<file path="src/rtl/lvds_align_pkg.sv">
package lvds_align_pkg;

  typedef enum logic [2:0] {
    ST_IDLE,
    ST_SLIP_EVAL,
    ST_SLIP_WAIT,
    ST_TAP_WAIT,
    ST_TAP_EVAL,
    ST_CHK_WAIT,
    ST_CHK_RUN
  } align_state_e;

endpackage

</file>
<file path="src/rtl/la_settle_timer.sv">
module la_settle_timer #(
  parameter int SETTLE_CYC = 4
) (
  input  logic clk,
  input  logic rst,
  input  logic run_i,
  output logic last_o
);
  localparam int CW = (SETTLE_CYC > 1) ? $clog2(SETTLE_CYC) : 1;

  logic [CW-1:0] cnt_q;

  assign last_o = run_i && (cnt_q == CW'(SETTLE_CYC - 1));

  always_ff @(posedge clk) begin
    if (rst || !run_i || last_o) cnt_q <= '0;
    else                         cnt_q <= cnt_q + CW'(1);
  end

  AST_SETTLE_EXIT: assert property (@(posedge clk) disable iff (rst)
    last_o |=> !run_i);

endmodule

</file>
<file path="src/rtl/la_frame_tracker.sv">
module la_frame_tracker #(
  parameter int         FRAME_W     = 8,
  parameter logic [3:0] GOOD_NIBBLE = 4'hC
) (
  input  logic               clk,
  input  logic               rst,
  input  logic               capture_i,
  input  logic [FRAME_W-1:0] frame_i,
  output logic               good_o,
  output logic               changed_o
);
  logic [FRAME_W-1:0] ref_q;

  assign good_o    = (frame_i[3:0] == GOOD_NIBBLE);
  assign changed_o = (frame_i != ref_q);

  always_ff @(posedge clk) begin
    if (rst)            ref_q <= '0;
    else if (capture_i) ref_q <= frame_i;
  end

endmodule

</file>
<file path="src/rtl/la_pattern_check.sv">
module la_pattern_check #(
  parameter int              CH_W         = 16,
  parameter int              CHECK_LEN    = 100,
  parameter logic [CH_W-1:0] TEST_PATTERN = 16'h811F
) (
  input  logic            clk,
  input  logic            rst,
  input  logic            run_i,
  input  logic [CH_W-1:0] ch0_i,
  input  logic [CH_W-1:0] ch1_i,
  output logic            bad_o,
  output logic            last_o
);
  localparam int CW = (CHECK_LEN > 1) ? $clog2(CHECK_LEN) : 1;

  logic [CW-1:0] cnt_q;

  assign bad_o  = run_i && ((ch0_i != TEST_PATTERN) || (ch1_i != TEST_PATTERN));
  assign last_o = run_i && (cnt_q == CW'(CHECK_LEN - 1));

  always_ff @(posedge clk) begin
    if (rst || !run_i || bad_o || last_o) cnt_q <= '0;
    else                                  cnt_q <= cnt_q + CW'(1);
  end

  AST_CHECK_STOPS: assert property (@(posedge clk) disable iff (rst)
    bad_o |=> !run_i);

endmodule

</file>
<file path="src/rtl/lvds_align_ctrl.sv">
module lvds_align_ctrl
  import lvds_align_pkg::*;
#(
  parameter int              FRAME_W      = 8,
  parameter int              CH_W         = 16,
  parameter int              TAP_W        = 5,
  parameter int              MAX_SLIPS    = 4,
  parameter int              SETTLE_CYC   = 4,
  parameter int              CHECK_LEN    = 100,
  parameter logic [CH_W-1:0] TEST_PATTERN = 16'h811F,
  parameter logic [3:0]      GOOD_NIBBLE  = 4'hC
) (
  input  logic               clk,
  input  logic               rst,
  input  logic               start_i,
  input  logic [FRAME_W-1:0] frame_i,
  input  logic [CH_W-1:0]    ch0_i,
  input  logic [CH_W-1:0]    ch1_i,
  output logic               bitslip_o,
  output logic [TAP_W-1:0]   tap_o,
  output logic               tap_load_o,
  output logic               done_o,
  output logic               aligned_o,
  output logic               error_o
);
  localparam int               SLIP_CW  = $clog2(MAX_SLIPS + 1);
  localparam logic [TAP_W-1:0] TAP_LAST = '1;

  align_state_e       state_q;
  logic [SLIP_CW-1:0] slip_cnt_q;
  logic [TAP_W-1:0]   tap_q;
  logic               slip_q, load_q, done_q, aligned_q, err_q;

  logic settle_run, settle_last;
  logic frame_capture, frame_good, frame_changed;
  logic chk_run, chk_bad, chk_last;
  logic [TAP_W-1:0] centre_tap;

  // ((t+1) div 2) equals (t div 2) plus the low bit of t
  assign centre_tap = {1'b0, tap_q[TAP_W-1:1]} + TAP_W'(tap_q[0]) + TAP_W'(2);

  assign settle_run    = (state_q == ST_SLIP_WAIT) || (state_q == ST_TAP_WAIT) ||
                         (state_q == ST_CHK_WAIT);
  assign frame_capture = ((state_q == ST_SLIP_EVAL) && frame_good) ||
                         (state_q == ST_TAP_EVAL);
  assign chk_run       = (state_q == ST_CHK_RUN);

  la_settle_timer #(.SETTLE_CYC(SETTLE_CYC)) u_settle (
    .clk    (clk),
    .rst    (rst),
    .run_i  (settle_run),
    .last_o (settle_last)
  );

  la_frame_tracker #(.FRAME_W(FRAME_W), .GOOD_NIBBLE(GOOD_NIBBLE)) u_frame (
    .clk       (clk),
    .rst       (rst),
    .capture_i (frame_capture),
    .frame_i   (frame_i),
    .good_o    (frame_good),
    .changed_o (frame_changed)
  );

  la_pattern_check #(.CH_W(CH_W), .CHECK_LEN(CHECK_LEN), .TEST_PATTERN(TEST_PATTERN)) u_check (
    .clk    (clk),
    .rst    (rst),
    .run_i  (chk_run),
    .ch0_i  (ch0_i),
    .ch1_i  (ch1_i),
    .bad_o  (chk_bad),
    .last_o (chk_last)
  );

  always_ff @(posedge clk) begin
    if (rst) begin
      state_q    <= ST_IDLE;
      slip_cnt_q <= '0;
      tap_q      <= '0;
      slip_q     <= 1'b0;
      load_q     <= 1'b0;
      done_q     <= 1'b0;
      aligned_q  <= 1'b0;
      err_q      <= 1'b0;
    end else begin
      slip_q <= 1'b0;
      load_q <= 1'b0;
      unique case (state_q)
        ST_IDLE: begin
          if (start_i) begin
            state_q    <= ST_SLIP_EVAL;
            slip_cnt_q <= '0;
            done_q     <= 1'b0;
            aligned_q  <= 1'b0;
            err_q      <= 1'b0;
          end
        end
        ST_SLIP_EVAL: begin
          if (frame_good) begin
            tap_q   <= '0;
            load_q  <= 1'b1;
            state_q <= ST_TAP_WAIT;
          end else if (slip_cnt_q == SLIP_CW'(MAX_SLIPS)) begin
            state_q <= ST_IDLE;
            done_q  <= 1'b1;
            err_q   <= 1'b1;
          end else begin
            slip_q     <= 1'b1;
            slip_cnt_q <= slip_cnt_q + SLIP_CW'(1);
            state_q    <= ST_SLIP_WAIT;
          end
        end
        ST_SLIP_WAIT: if (settle_last) state_q <= ST_SLIP_EVAL;
        ST_TAP_WAIT:  if (settle_last) state_q <= ST_TAP_EVAL;
        ST_TAP_EVAL: begin
          if (frame_changed) begin
            tap_q   <= centre_tap;
            load_q  <= 1'b1;
            state_q <= ST_CHK_WAIT;
          end else if (tap_q == TAP_LAST) begin
            state_q <= ST_IDLE;
            done_q  <= 1'b1;
            err_q   <= 1'b1;
          end else begin
            tap_q   <= tap_q + TAP_W'(1);
            load_q  <= 1'b1;
            state_q <= ST_TAP_WAIT;
          end
        end
        ST_CHK_WAIT: if (settle_last) state_q <= ST_CHK_RUN;
        ST_CHK_RUN: begin
          if (chk_bad) begin
            state_q <= ST_IDLE;
            done_q  <= 1'b1;
            err_q   <= 1'b1;
          end else if (chk_last) begin
            state_q   <= ST_IDLE;
            done_q    <= 1'b1;
            aligned_q <= 1'b1;
          end
        end
        default: state_q <= ST_IDLE;
      endcase
    end
  end

  assign bitslip_o  = slip_q;
  assign tap_o      = tap_q;
  assign tap_load_o = load_q;
  assign done_o     = done_q;
  assign aligned_o  = aligned_q;
  assign error_o    = err_q;

  AST_SLIP_ONE_CYCLE: assert property (@(posedge clk) disable iff (rst)
    bitslip_o |=> !bitslip_o);
  AST_NO_SLIP_WHEN_GOOD: assert property (@(posedge clk) disable iff (rst)
    (state_q == ST_SLIP_EVAL && frame_i[3:0] == GOOD_NIBBLE) |=> !bitslip_o);
  AST_LOAD_ONE_CYCLE: assert property (@(posedge clk) disable iff (rst)
    tap_load_o |=> !tap_load_o);
  AST_TAP_ONLY_ON_LOAD: assert property (@(posedge clk) disable iff (rst)
    !$stable(tap_o) |-> tap_load_o);
  AST_MISMATCH_FAILS: assert property (@(posedge clk) disable iff (rst)
    (state_q == ST_CHK_RUN && (ch0_i != TEST_PATTERN || ch1_i != TEST_PATTERN))
      |=> (done_o && error_o));
  AST_STATUS_EXCLUSIVE: assert property (@(posedge clk) disable iff (rst)
    !(aligned_o && error_o));
  AST_ALIGNED_HAS_DONE: assert property (@(posedge clk) disable iff (rst)
    aligned_o |-> done_o);

endmodule

</file>
<file path="config.mk">
export PLATFORM = sky130hd
export DESIGN_NAME = lvds_align_ctrl
export DESIGN_NICKNAME = d
export VERILOG_FILES = /design/src/rtl/lvds_align_pkg.sv /design/src/rtl/la_settle_timer.sv /design/src/rtl/la_frame_tracker.sv /design/src/rtl/la_pattern_check.sv /design/src/rtl/lvds_align_ctrl.sv
export SDC_FILE = /design/constraint.sdc
export NUM_CORES = 1
export LEC_CHECK = 0
export ABC_AREA = 0
export CAP_MARGIN = 25
export CORE_MARGIN = 1
export CORE_UTILIZATION = 30
export DETAILED_ROUTE_END_ITERATION = 8
export DONT_BUFFER_PORTS = 1
export GPL_TIMING_DRIVEN = 0
export PLACE_DENSITY = 0.54
export SKIP_CTS_REPAIR_TIMING = 1
export SLEW_MARGIN = 20
export SYNTH_ARGS = -nofsm -noshare
export SYNTH_HDL_FRONTEND = slang
export SYNTH_SLANG_ARGS = --single-unit
</file>
<file path="constraint.sdc">
create_clock -name clk -period 4.5 [get_ports clk]
set_input_delay 0.45 -clock clk [delete_from_list [all_inputs] [get_ports clk]]
set_output_delay 0.45 -clock clk [all_outputs]
set_load 0.02 [all_outputs]
</file>
==> flow_summary.json, run 1 <==
{
  "combPwrFrac": 0.253,
  "dpl_worst_slack_ns": 2.387,
  "start_util": 0.3102,
  "timing.rr.start": "tap_o[0]$_SDFFE_PP0P_",
  "worstMarginPinSlew_ns": 0.8211,
  "worstHoldPathType": "in2reg",
  "crit_buf_inv": 0,
  "seq_area_frac_synth": 0.3619,
  "setup_tns_ns": 0,
  "die_height_microns": 80.01,
  "synth_seq_cells": 33,
  "cp-end-kind": "flop",
  "grt_pass1_wl_microns": 6023,
  "crit_path_start": "tap_o[0]$_SDFFE_PP0P_",
  "ys.flop_type": "dfxtp_1",
  "p_int_uw": 520.1,
  "drtIter0Drc": 84,
  "drive_gt1_frac": 0.09615,
  "clk_pin_slew_worst_paths_ns": 0.07,
  "viasPerCell": 5.127,
  "wl_per_cell_microns": 13.06,
  "syn_to_final_growth_pct": 9.527,
  "core_sq_um": 5886,
  "h-tree-depth": 2,
  "ctsRootBufferMaster": "clkbuf_8",
  "slew_violations": 0,
  "ys.warnings.count": 0,
  "worst-path-stages": 6,
  "cp_max_fo": 5,
  "fmax_mhz": 465.6,
  "cp_common_cell": "ha_1",
  "cts_sinks": 33,
  "drv_cap": 0,
  "drtAntennaViolNets": 0,
  "finalPower_uw": 782.7,
  "seq_power_share": 0.474,
  "worstRegToRegCells": 6,
  "io_pins": 53,
  "vias": 1451,
  "rsz0062_at_grt": "no",
  "ir_drop_v": 0.0001169,
  "postLayoutCoreUtil": 0.3397,
  "p_clk_frac": 0.273,
  "routabilityCongestion": 0.7747,
  "syn_nets": 250,
  "cts_inserted_buffers": 5,
  "fp.dieW_microns": 80.01,
  "outcome": "completed",
  "placementRows": 28,
  "synth_area_sq_um": 1826,
  "hp-start": "frame_i[1]",
  "wl_microns": 3696,
  "drcViolationCount": 0,
  "fin_skew_ns": 0.01019,
  "synth_async_sr_flop_share": 0,
  "cp.required_ns": 4.68,
  "setup_viol": 0,
  "final.setup.worst_slack_ns": 2.352,
  "avgSynthCellArea_sq_um": 9.128,
  "grt_pass1_vias": 1286,
  "first_pass_iters": 4,
  "cp_cell_sequence": "ha_1 > and3_1 > ha_1 > a311oi_1 > nor3_2 > a22o_1",
  "min_path_cells": 2,
  "antenna_found_initial": 0,
  "slowest_delay_ns": 0.52,
  "grt_usage": 0.1229,
  "yosysUniqueCellTypes": 47,
  "overflow": 0,
  "place_hpwl_microns": 2787,
  "slowest_stage": "a311oi_1",
  "postSynthCellCount": 200,
  "switching_power_uw": 262.6,
  "period_minus_slack_ns": 2.148,
  "port_buffers": 0,
  "path_class": "reg2reg",
  "hold_viol": 0,
  "clk_latency_ns": 0.29,
  "synth-edff-count": 0,
  "cpLargestDelayFamily": "compound AO/OA/AOI/OAI gates",
  "max_slew_margin": 0.4454,
  "grt_max_degree": 11,
  "critPathArrivalTime_ns": 2.33,
  "insertedDiodeCount": 0,
  "nFillCells": 629,
  "die_area_sq_um": 6401,
  "placed_area_sq_um": 1919,
  "period_share": 0.4773,
  "clk_path_buf_depth": 2,
  "final_area_sq_um": 1999,
  "nets": 257,
  "cts_tree": "yes",
  "p_leak_nw": 0.7622,
  "worstSetupStartpointType": "flop",
  "sw_frac_of_total": 0.3355,
  "powerDensity_nw_per_um2": 391.4
}
## per-layer routing
metal  wire length [microns]  global-route usage  vias up
met5                       0                   0        -
met1                    1669              0.1476      673
met2                    1735              0.1949       26
met3                     208             0.04229        7
met4                      82             0.05893        0
li1                        -                   -      745
## Yosys cell counts, types with 2 or more instances
cell / count / share of area
nand2_1: 14 / 0.029
xnor2_1: 5 / 0.024
o31ai_1: 2 / 0.0082
dfxtp_1: 33 / 0.36
nand3_1: 5 / 0.014
nand3b_1: 2 / 0.0082
and3_1: 3 / 0.010
nor3_2: 2 / 0.011
nand4b_1: 4 / 0.019
o21ai_0: 5 / 0.014
nor2b_1: 2 / 0.0069
a2111oi_0: 2 / 0.0096
mux2i_1: 11 / 0.060
nor4_2: 3 / 0.021
nor2_1: 23 / 0.047
or4b_1: 2 / 0.011
a31oi_1: 5 / 0.017
a311oi_1: 2 / 0.0096
buf_2: 2 / 0.0055
ha_1: 7 / 0.048
nor3_1: 5 / 0.014
and4_1: 2 / 0.0096
inv_1: 9 / 0.019
clkbuf_1: 3 / 0.0062
xor2_1: 13 / 0.062
a21oi_1: 5 / 0.014
nand4bb_1: 3 / 0.019
or3_1: 3 / 0.010
a22o_1: 5 / 0.024
## path summary, 6_finish.rpt
path                              endpoint  slack (ns)
min reg2reg   u_settle.cnt_q[0]$_SDFF_PP0_        0.44
max                  tap_o[0]$_SDFFE_PP0P_        2.35
max reg2reg          tap_o[0]$_SDFFE_PP0P_        2.35
min          u_frame.ref_q[1]$_SDFFE_PP0P_        0.31
## cell families (layout without fill, tap and decap cells)
family | count (synthesis) | in the layout | synth area share
muxes | 12 | 12 | 0.06649
AOI/OAI and AO/OA | 33 | 33 | 0.1323
xor gates and xnor gates | 18 | 18 | 0.08636
and+or+nand+nor | 82 | 82 | 0.2707
adders and majority gates | 7 | 7 | 0.04798
DFF | 33 | 33 | 0.3619
buffers and inverters | 15 | 23 | 0.03427
## power by group through the flow
stage / Combinational [mW] / Clock, mW / Sequential, mW
after floorplan: 0.165 / 0 / 0.369
after global placement: 0.197 / 0 / 0.378
after detailed placement: 0.197 / 0 / 0.379
after CTS: 0.197 / 0.221 / 0.373
after global routing: 0.224 / 0.231 / 0.375
final: 0.198 / 0.213 / 0.371
## worst register-to-register path: stages, from the launching register on
cell,delay (ns)
dfxtp_1,0.41
ha_1,0.27
and3_1,0.19
ha_1,0.22
a311oi_1,0.52
nor3_2,0.16
a22o_1,0.27
## state kept, by name, indices dropped and copies added, names as in the netlist
register / flops
tap_load_o: 1
tap_o: 5
aligned_o: 1
slip_cnt_q: 3
state_q: 3
u_check.cnt_q: 7
error_o: 1
bitslip_o: 1
done_o: 1
u_frame.ref_q: 8
u_settle.cnt_q: 2
## metrics by stage
stage,hold slack [ns],instances
4_1_cts,0.3029,283
2_1_floorplan,0.4056,200
6_report,0.3051,283
5_1_grt,0.3045,283
3_3_place_gp,0.4276,275
3_5_place_dp,0.4301,275
## placed cells by master, fill, tap and decap left out, types with 2 or more instances in the layout
cell	n
nand2_1	14
inv_1	9
nor4_2	3
clkbuf_1	6
xor2_1	13
nor2b_1	2
a2111oi_0	2
nor2_1	23
a311oi_1	2
nor3_2	2
and3_1	3
mux2i_1	11
or3_1	3
nand4bb_1	3
nand3b_1	2
and4_1	2
nor3_1	5
o31ai_1	2
o21ai_0	5
buf_2	2
a31oi_1	5
ha_1	7
or4b_1	2
nand3_1	5
dfxtp_1	33
nand4b_1	4
xnor2_1	5
clkbuf_8	5
a21oi_1	5
a22o_1	5
## cell type report
class                           instances  area (sq um)  area share
Multi-Input combinational cell        152          1102      0.5513
Buffer                                  6         28.78     0.01439
Inverter                                9         33.78     0.01690
Sequential cell                        33         660.6      0.3304
Tap cell                               75         93.84     0.04693
Clock buffer                            8         80.08     0.04005
(Power assumes the default switching activity.)
==> inputs of run 2 (changes only) <==
Settings changed: ABC_AREA 0 to 1.
Clock period 4.5 ns to 2.25 ns, I/O delays scaled along.
==> run 2 against run 1 <==
The run now ends with DRC left. Worst setup slack lost 1.9 ns. Sequential cell count unchanged. Synthesized area grew 12%. First-iteration DRC count shrank 6.0%. Largest power group unchanged. Highest routed layer unchanged. Core utilization grew 0.71 points. Global-route usage up 0.41 points. Critical endpoint is now tap_o[3]$_SDFFE_PP0P_. Combinational power rose to 2.8 times the previous value. Non-clock buffer count fell by 2. Total power is 130% higher. Routed wire length increased by 13%. Clock power up 110%.
==> flow_summary.json, run 2 <==
{
  "h-tree-depth": 2,
  "violations": "DRC",
  "cp.required_ns": 2.47,
  "fmax_mhz": 552.9,
  "wl_microns": 4169,
  "syn_nets": 362,
  "mostFrequentLayoutCells": "67 x nand2_1, 58 x nor2_1, 41 x inv_1, 33 x dfxtp_1, 20 x nand3_1",
  "hold_viol": 0,
  "overflow": 0,
  "p_clk_frac": 0.252,
  "layout.cells.most_common": "nand2_1",
  "rsz0062_at_grt": "no",
  "first_pass_iters": 8,
  "yosysMostFrequentCell": "nand2_1",
  "final_area_sq_um": 2240,
  "cp-end-kind": "flop",
  "worstSetupStartpointType": "flop",
  "ctsRootBufferMaster": "clkbuf_8",
  "critPathArrivalTime_ns": 2.03,
  "syn_to_final_growth_pct": 9.413,
  "io_pins": 53,
  "synth_compound_area_frac": 0.08313,
  "finalPower_mw": 1.765,
  "synth_simple_gate_area_frac": 0.4260,
  "start_util": 0.3169,
  "cts_tree": "yes",
  "largest_reg_flops": 8,
  "port_buffers": 0,
  "grt_pass1_vias": 1802,
  "cp_common_cell": "ha_1",
  "slowest_stage": "dfxtp_1",
  "setup_tns_ns": 0,
  "yosys.area.top_type_share": 0.3227,
  "yosys.area.top_type": "dfxtp_1",
  "timing.rr.start": "tap_o[0]$_SDFFE_PP0P_",
  "post_synth_xor_area_fraction": 0.02995,
  "fp.dieW_microns": 84.60,
  "fin_skew_ns": 0.006593,
  "postSynthCellCount": 312,
  "setup_viol": 0,
  "cp_max_fo": 10,
  "period_share": 0.8038,
  "drcViolationCount": 8,
  "cpLargestDelayFamily": "simple AND/OR/NAND/NOR gates",
  "clk_pin_slew_worst_paths_ns": 0.07,
  "hp-start": "rst",
  "cts_inserted_buffers": 5,
  "switching_power_uw": 645.8,
  "vias": 1842,
  "ys.warnings.count": 0,
  "synth_fa_ha_area_frac": 0.04279,
  "synth-edff-count": 0,
  "synth_seq_cells": 33,
  "placed_area_sq_um": 2143,
  "seq_power_share": 0.437,
  "drtIter0Drc": 79,
  "p_leak_nw": 0.9206,
  "drv_cap": 0,
  "synthTopCellsByArea": "dfxtp_1 32%, nand2_1 12%, nor2_1 11%",
  "ir_drop_v": 0.0003267,
  "synth.area.mux_share": 0,
  "avgSynthCellArea_sq_um": 6.561,
  "antenna_found_initial": 0,
  "synthTopCellsByCount": "67 x nand2_1, 58 x nor2_1, 41 x inv_1",
  "synth_async_sr_flop_share": 0,
  "slowest_delay_ns": 0.53,
  "clk_latency_ns": 0.28,
  "yosysUniqueCellTypes": 29,
  "nets": 370,
  "drive_gt1_frac": 0.1125,
  "cp_cell_sequence": "ha_1 > inv_1 > nor3_1 > ha_1 > nand3_1 > nand2_2 > nand2_4 > o21ai_1 > nand2_1 > nor2_1",
  "worstHoldPathType": "in2reg",
  "wl_per_cell_microns": 10.50,
  "worstMarginPinSlew_ns": 0.4135,
  "place_hpwl_microns": 3382,
  "grt_max_degree": 11,
  "grt_usage": 0.1270,
  "viasPerCell": 4.640,
  "powerDensity_nw_per_um2": 788.3,
  "placementRows": 29,
  "seq_area_frac_synth": 0.3227,
  "crit_path_start": "tap_o[0]$_SDFFE_PP0P_",
  "slew_violations": 0,
  "regMostFlops": "u_frame.ref_q",
  "combPwrFrac": 0.311,
  "die_area_sq_um": 7157,
  "routabilityCongestion": 0.7753,
  "outcome": "finished with violations",
  "insertedDiodeCount": 0,
  "cts_sinks": 33,
  "path_class": "reg2reg",
  "synth_area_sq_um": 2047,
  "core_sq_um": 6459,
  "grt_pass1_wl_microns": 7348,
  "drtAntennaViolNets": 0,
  "clk_path_buf_depth": 2,
  "ys.flop_type": "dfxtp_1",
  "synth_top_family_by_area": "simple AND/OR/NAND/NOR gates",
  "crit_buf_inv": 1,
  "sw_frac_of_total": 0.3658,
  "p_int_mw": 1.120,
  "die_height_microns": 84.60,
  "period_minus_slack_ns": 1.809,
  "max_slew_margin": 0.7243
}
run 2: final timing paths:
check	to	slack, ns	cells after the start
worst max-delay path	tap_o[3]$_SDFFE_PP0P_	0.44	10
worst min-delay path	tap_load_o$_SDFF_PP0_	0.02	1
worst max register to register	tap_o[3]$_SDFFE_PP0P_	0.44	10
worst min register to register	u_settle.cnt_q[0]$_SDFF_PP0_	0.42	1
run 2: stage by stage:
stage	worst slack, ns	hold slack [ns]	instances	util
6_report	0.4414	0.01747	397	0.3468
5_1_grt	0.2309	0.004981	397	0.3468
4_1_cts	0.4149	-0.0008456	396	0.3452
3_5_place_dp	0.4327	0.2981	389	0.3318
3_3_place_gp	0.4389	0.2966	389	0.3318
2_1_floorplan	0.6750	0.2941	312	-
run 2: cells by family after synthesis:
kind of cell / after synthesis
flops: 33
fa+ha+maj: 7
compound gates: 31
xor+xnor: 7
simple gates: 185
buf+inv: 49
run 2: final cells by class:
cell class                      instances  area, sq um
Sequential cell                        33        660.6
Tap cell                               77        96.34
Multi-Input combinational cell        230         1191
Fill cell                             712         4219
Clock buffer                            7        86.33
Buffer                                  3        22.52
Timing Repair Buffer                    1        10.01
Inverter                               46        172.7
run 2: worst reg2reg max path: stages (launching register included):
cell and delay (ns):
dfxtp_1 0.53, ha_1 0.24, inv_1 0.06, nor3_1 0.14, ha_1 0.20, nand3_1 0.10
nand2_2 0.15, nand2_4 0.11, o21ai_1 0.09, nand2_1 0.05, nor2_1 0.09
run 2: per-layer routing:
layer  up-vias  part of all wire  track usage  routed length, microns
met1       799              0.47       0.1465                    1943
li1       1002                 -            -                       -
met4         0            0.0082      0.04160                      34
met3         2             0.061      0.04130                     256
met5         -                 0            0                       0
met2        39              0.46       0.2217                    1935
run 2: power by group through the flow:
stage | registers, mW | logic (mW) | clock network [mW]
2_1_floorplan | 0.771 | 0.473 | 0
3_3_place_gp | 0.785 | 0.552 | 0
3_5_place_dp | 0.787 | 0.555 | 0
4_1_cts | 0.775 | 0.556 | 0.466
5_1_grt | 0.783 | 0.645 | 0.496
6_report | 0.772 | 0.548 | 0.445
==> inputs of run 3 (changes only) <==
Settings changed: PLACE_DENSITY 0.54 to 0.55.
Clock period 2.25 ns to 1.45 ns, I/O delays scaled along.
==> run 3 against run 2 <==
The flow finishes with violations (DRC, hold timing, setup timing). Non-clock buffer count up 12. Register-to-register slack worse by 0.56 ns. Total power increased by 79%. Final area rose by 15%. Worst hold slack worse by 0.11 ns. Sequential cell count stayed put. Routed wire length grew 12%. Global-route usage increased by 0.12 points. Count of clock-buffer cells in the layout unchanged. First-iteration DRC count stayed put. Highest routed layer unchanged.
==> flow_summary.json, run 3 (same netlist as run 2, synthesis figures left out) <==
{
  "place_hpwl_microns": 3369,
  "rsz0062_at_grt": "yes",
  "grt_pass1_wl_microns": 7534,
  "placementRows": 29,
  "grt_pass1_vias": 1824,
  "min_path_cells": 1,
  "io_pins": 53,
  "overflow": 0,
  "fin_skew_ns": 0.004505,
  "regMostFlops": "u_frame.ref_q",
  "layout.cells.most_common": "nand2_1",
  "combPwrFrac": 0.377,
  "crit_path_start": "tap_o[0]$_SDFFE_PP0P_",
  "insertedDiodeCount": 0,
  "drive_gt1_frac": 0.2754,
  "start_util": 0.3169,
  "cp_max_fo": 5,
  "violations": "DRC, hold timing, setup timing",
  "worstMarginPinSlew_ns": 0.4662,
  "mostFrequentLayoutCells": "59 x nand2_1, 55 x nor2_1, 38 x inv_1, 24 x dfxtp_1, 15 x nand3_1",
  "clk_latency_ns": 0.28,
  "ir_drop_v": 0.0004684,
  "cts_tree": "yes",
  "syn_to_final_growth_pct": 25.55,
  "drcViolationCount": 5,
  "path_class": "reg2reg",
  "drtIter0Drc": 79,
  "period_minus_slack_ns": 1.566,
  "hold_viol": 4,
  "antenna_found_initial": 0,
  "cts_sinks": 33,
  "max_slew_margin": 0.6892,
  "outcome": "finished with violations",
  "vias": 1949,
  "setup_viol": 12,
  "seq_power_share": 0.381,
  "wl_per_cell_microns": 11.34,
  "p_leak_nw": 1.018,
  "grt_usage": 0.1282,
  "powerDensity_nw_per_um2": 1233,
  "largest_reg_flops": 8,
  "wl_microns": 4660,
  "final_area_sq_um": 2570,
  "clk_path_buf_depth": 2,
  "ctsRootBufferMaster": "clkbuf_8",
  "finalPower_mw": 3.169,
  "final.setup.worst_slack_ns": -0.1165,
  "p_int_mw": 1.976,
  "slew_violations": 0,
  "r2r_slack_ns": -0.12,
  "die_area_sq_um": 7157,
  "p_clk_frac": 0.242,
  "drtAntennaViolNets": 0,
  "first_pass_iters": 6,
  "routabilityCongestion": 0.8018,
  "clk_pin_slew_worst_paths_ns": 0.07,
  "drv_cap": 0,
  "postLayoutCoreUtil": 0.3979,
  "whs_ns": -0.09531,
  "fmax_mhz": 638.4,
  "placed_area_sq_um": 2153,
  "nets": 383,
  "cts_inserted_buffers": 5,
  "core_sq_um": 6459,
  "fp.dieW_microns": 84.60,
  "cp-end-kind": "flop",
  "viasPerCell": 4.742,
  "period_share": 1.080,
  "worstHoldPathType": "in2reg",
  "worstRegToRegCells": 10,
  "dpl_worst_slack_ns": -0.2100,
  "critPathCapture": "state_q[0]$_SDFFE_PP0P_",
  "r2r-end": "state_q[0]$_SDFFE_PP0P_",
  "port_buffers": 0,
  "grt_max_degree": 11,
  "h-tree-depth": 2,
  "worstSetupStartpointType": "flop",
  "switching_power_mw": 1.193,
  "critPathArrivalTime_ns": 1.75,
  "timing.rr.start": "tap_o[0]$_SDFFE_PP0P_",
  "cp.required_ns": 1.63,
  "sw_frac_of_total": 0.3765,
  "die_height_microns": 84.60
}
-- run 3: cell types whose count changed in the layout (fill, tap and decap cells not counted), moves of 5 or more --
| cell | previous run | this run |
|---|---|---|
| nand2_1 | 67 | 59 |
| nand2_4 | 2 | 7 |
| nand3_2 | 0 | 5 |
| buf_4 | 1 | 13 |
| a21oi_1 | 15 | 9 |
| nor2_4 | 1 | 9 |
| nor2_2 | 8 | 3 |
| nand3_1 | 20 | 15 |
| dfxtp_1 | 33 | 24 |
| a21oi_2 | 1 | 7 |
| dfxtp_2 | 0 | 5 |
-- run 3: worst max-delay path, cell delays in order (launching register included) --
cell and delay, ns:
dfxtp_4 0.42, ha_4 0.16, inv_2 0.04, nor3_2 0.10
ha_2 0.21, nand3_2 0.09, nand2_4 0.13, buf_4 0.13
nand3_2 0.07, nand2_2 0.06, a21oi_2 0.04
-- run 3: per-layer routing --
layer	GRT usage	up-vias	wire [microns]
met1	0.1554	861	2052
met2	0.2210	46	2279
met5	0	-	0
li1	-	1034	-
met4	0.04777	0	77
met3	0.02950	8	252
-- run 3: final cells by class --
type,count,area (sq um)
buffer,3,22.52
clock buffer,7,96.34
clock inverter,1,5.005
fill,692,3889
inverter,46,180.2
multi-input combinational,231,1386
sequential,33,681.9
tap,77,96.34
timing repair buffer,13,101.3
-- run 3: how the worst min path moves through the flow --
stage / startpoint / to
after global placement: rst / state_q[0]$_SDFFE_PP0P_
after floorplan: rst / state_q[0]$_SDFFE_PP0P_
after CTS: rst / state_q[0]$_SDFFE_PP0P_
after global routing: rst / state_q[2]$_SDFFE_PP0P_
after detailed placement: rst / state_q[0]$_SDFFE_PP0P_
final: rst / state_q[0]$_SDFFE_PP0P_
-- run 3: power by group through the flow --
stage / Sequential, mW / Combinational [mW] / Clock (mW)
2_1_floorplan: 1.20 / 0.733 / 0
3_3_place_gp: 1.22 / 0.859 / 0
4_1_cts: 1.20 / 0.868 / 0.796
3_5_place_dp: 1.22 / 0.865 / 0
5_1_grt: 1.23 / 1.34 / 0.833
6_report: 1.21 / 1.19 / 0.767
-- run 3: stage by stage --
stage | cells | setup TNS (ns)
floorplan | 312 | 0
global route | 411 | -2.372
CTS | 397 | -1.873
finish | 411 | -0.5764
global placement | 389 | -1.271
detailed placement | 389 | -1.502
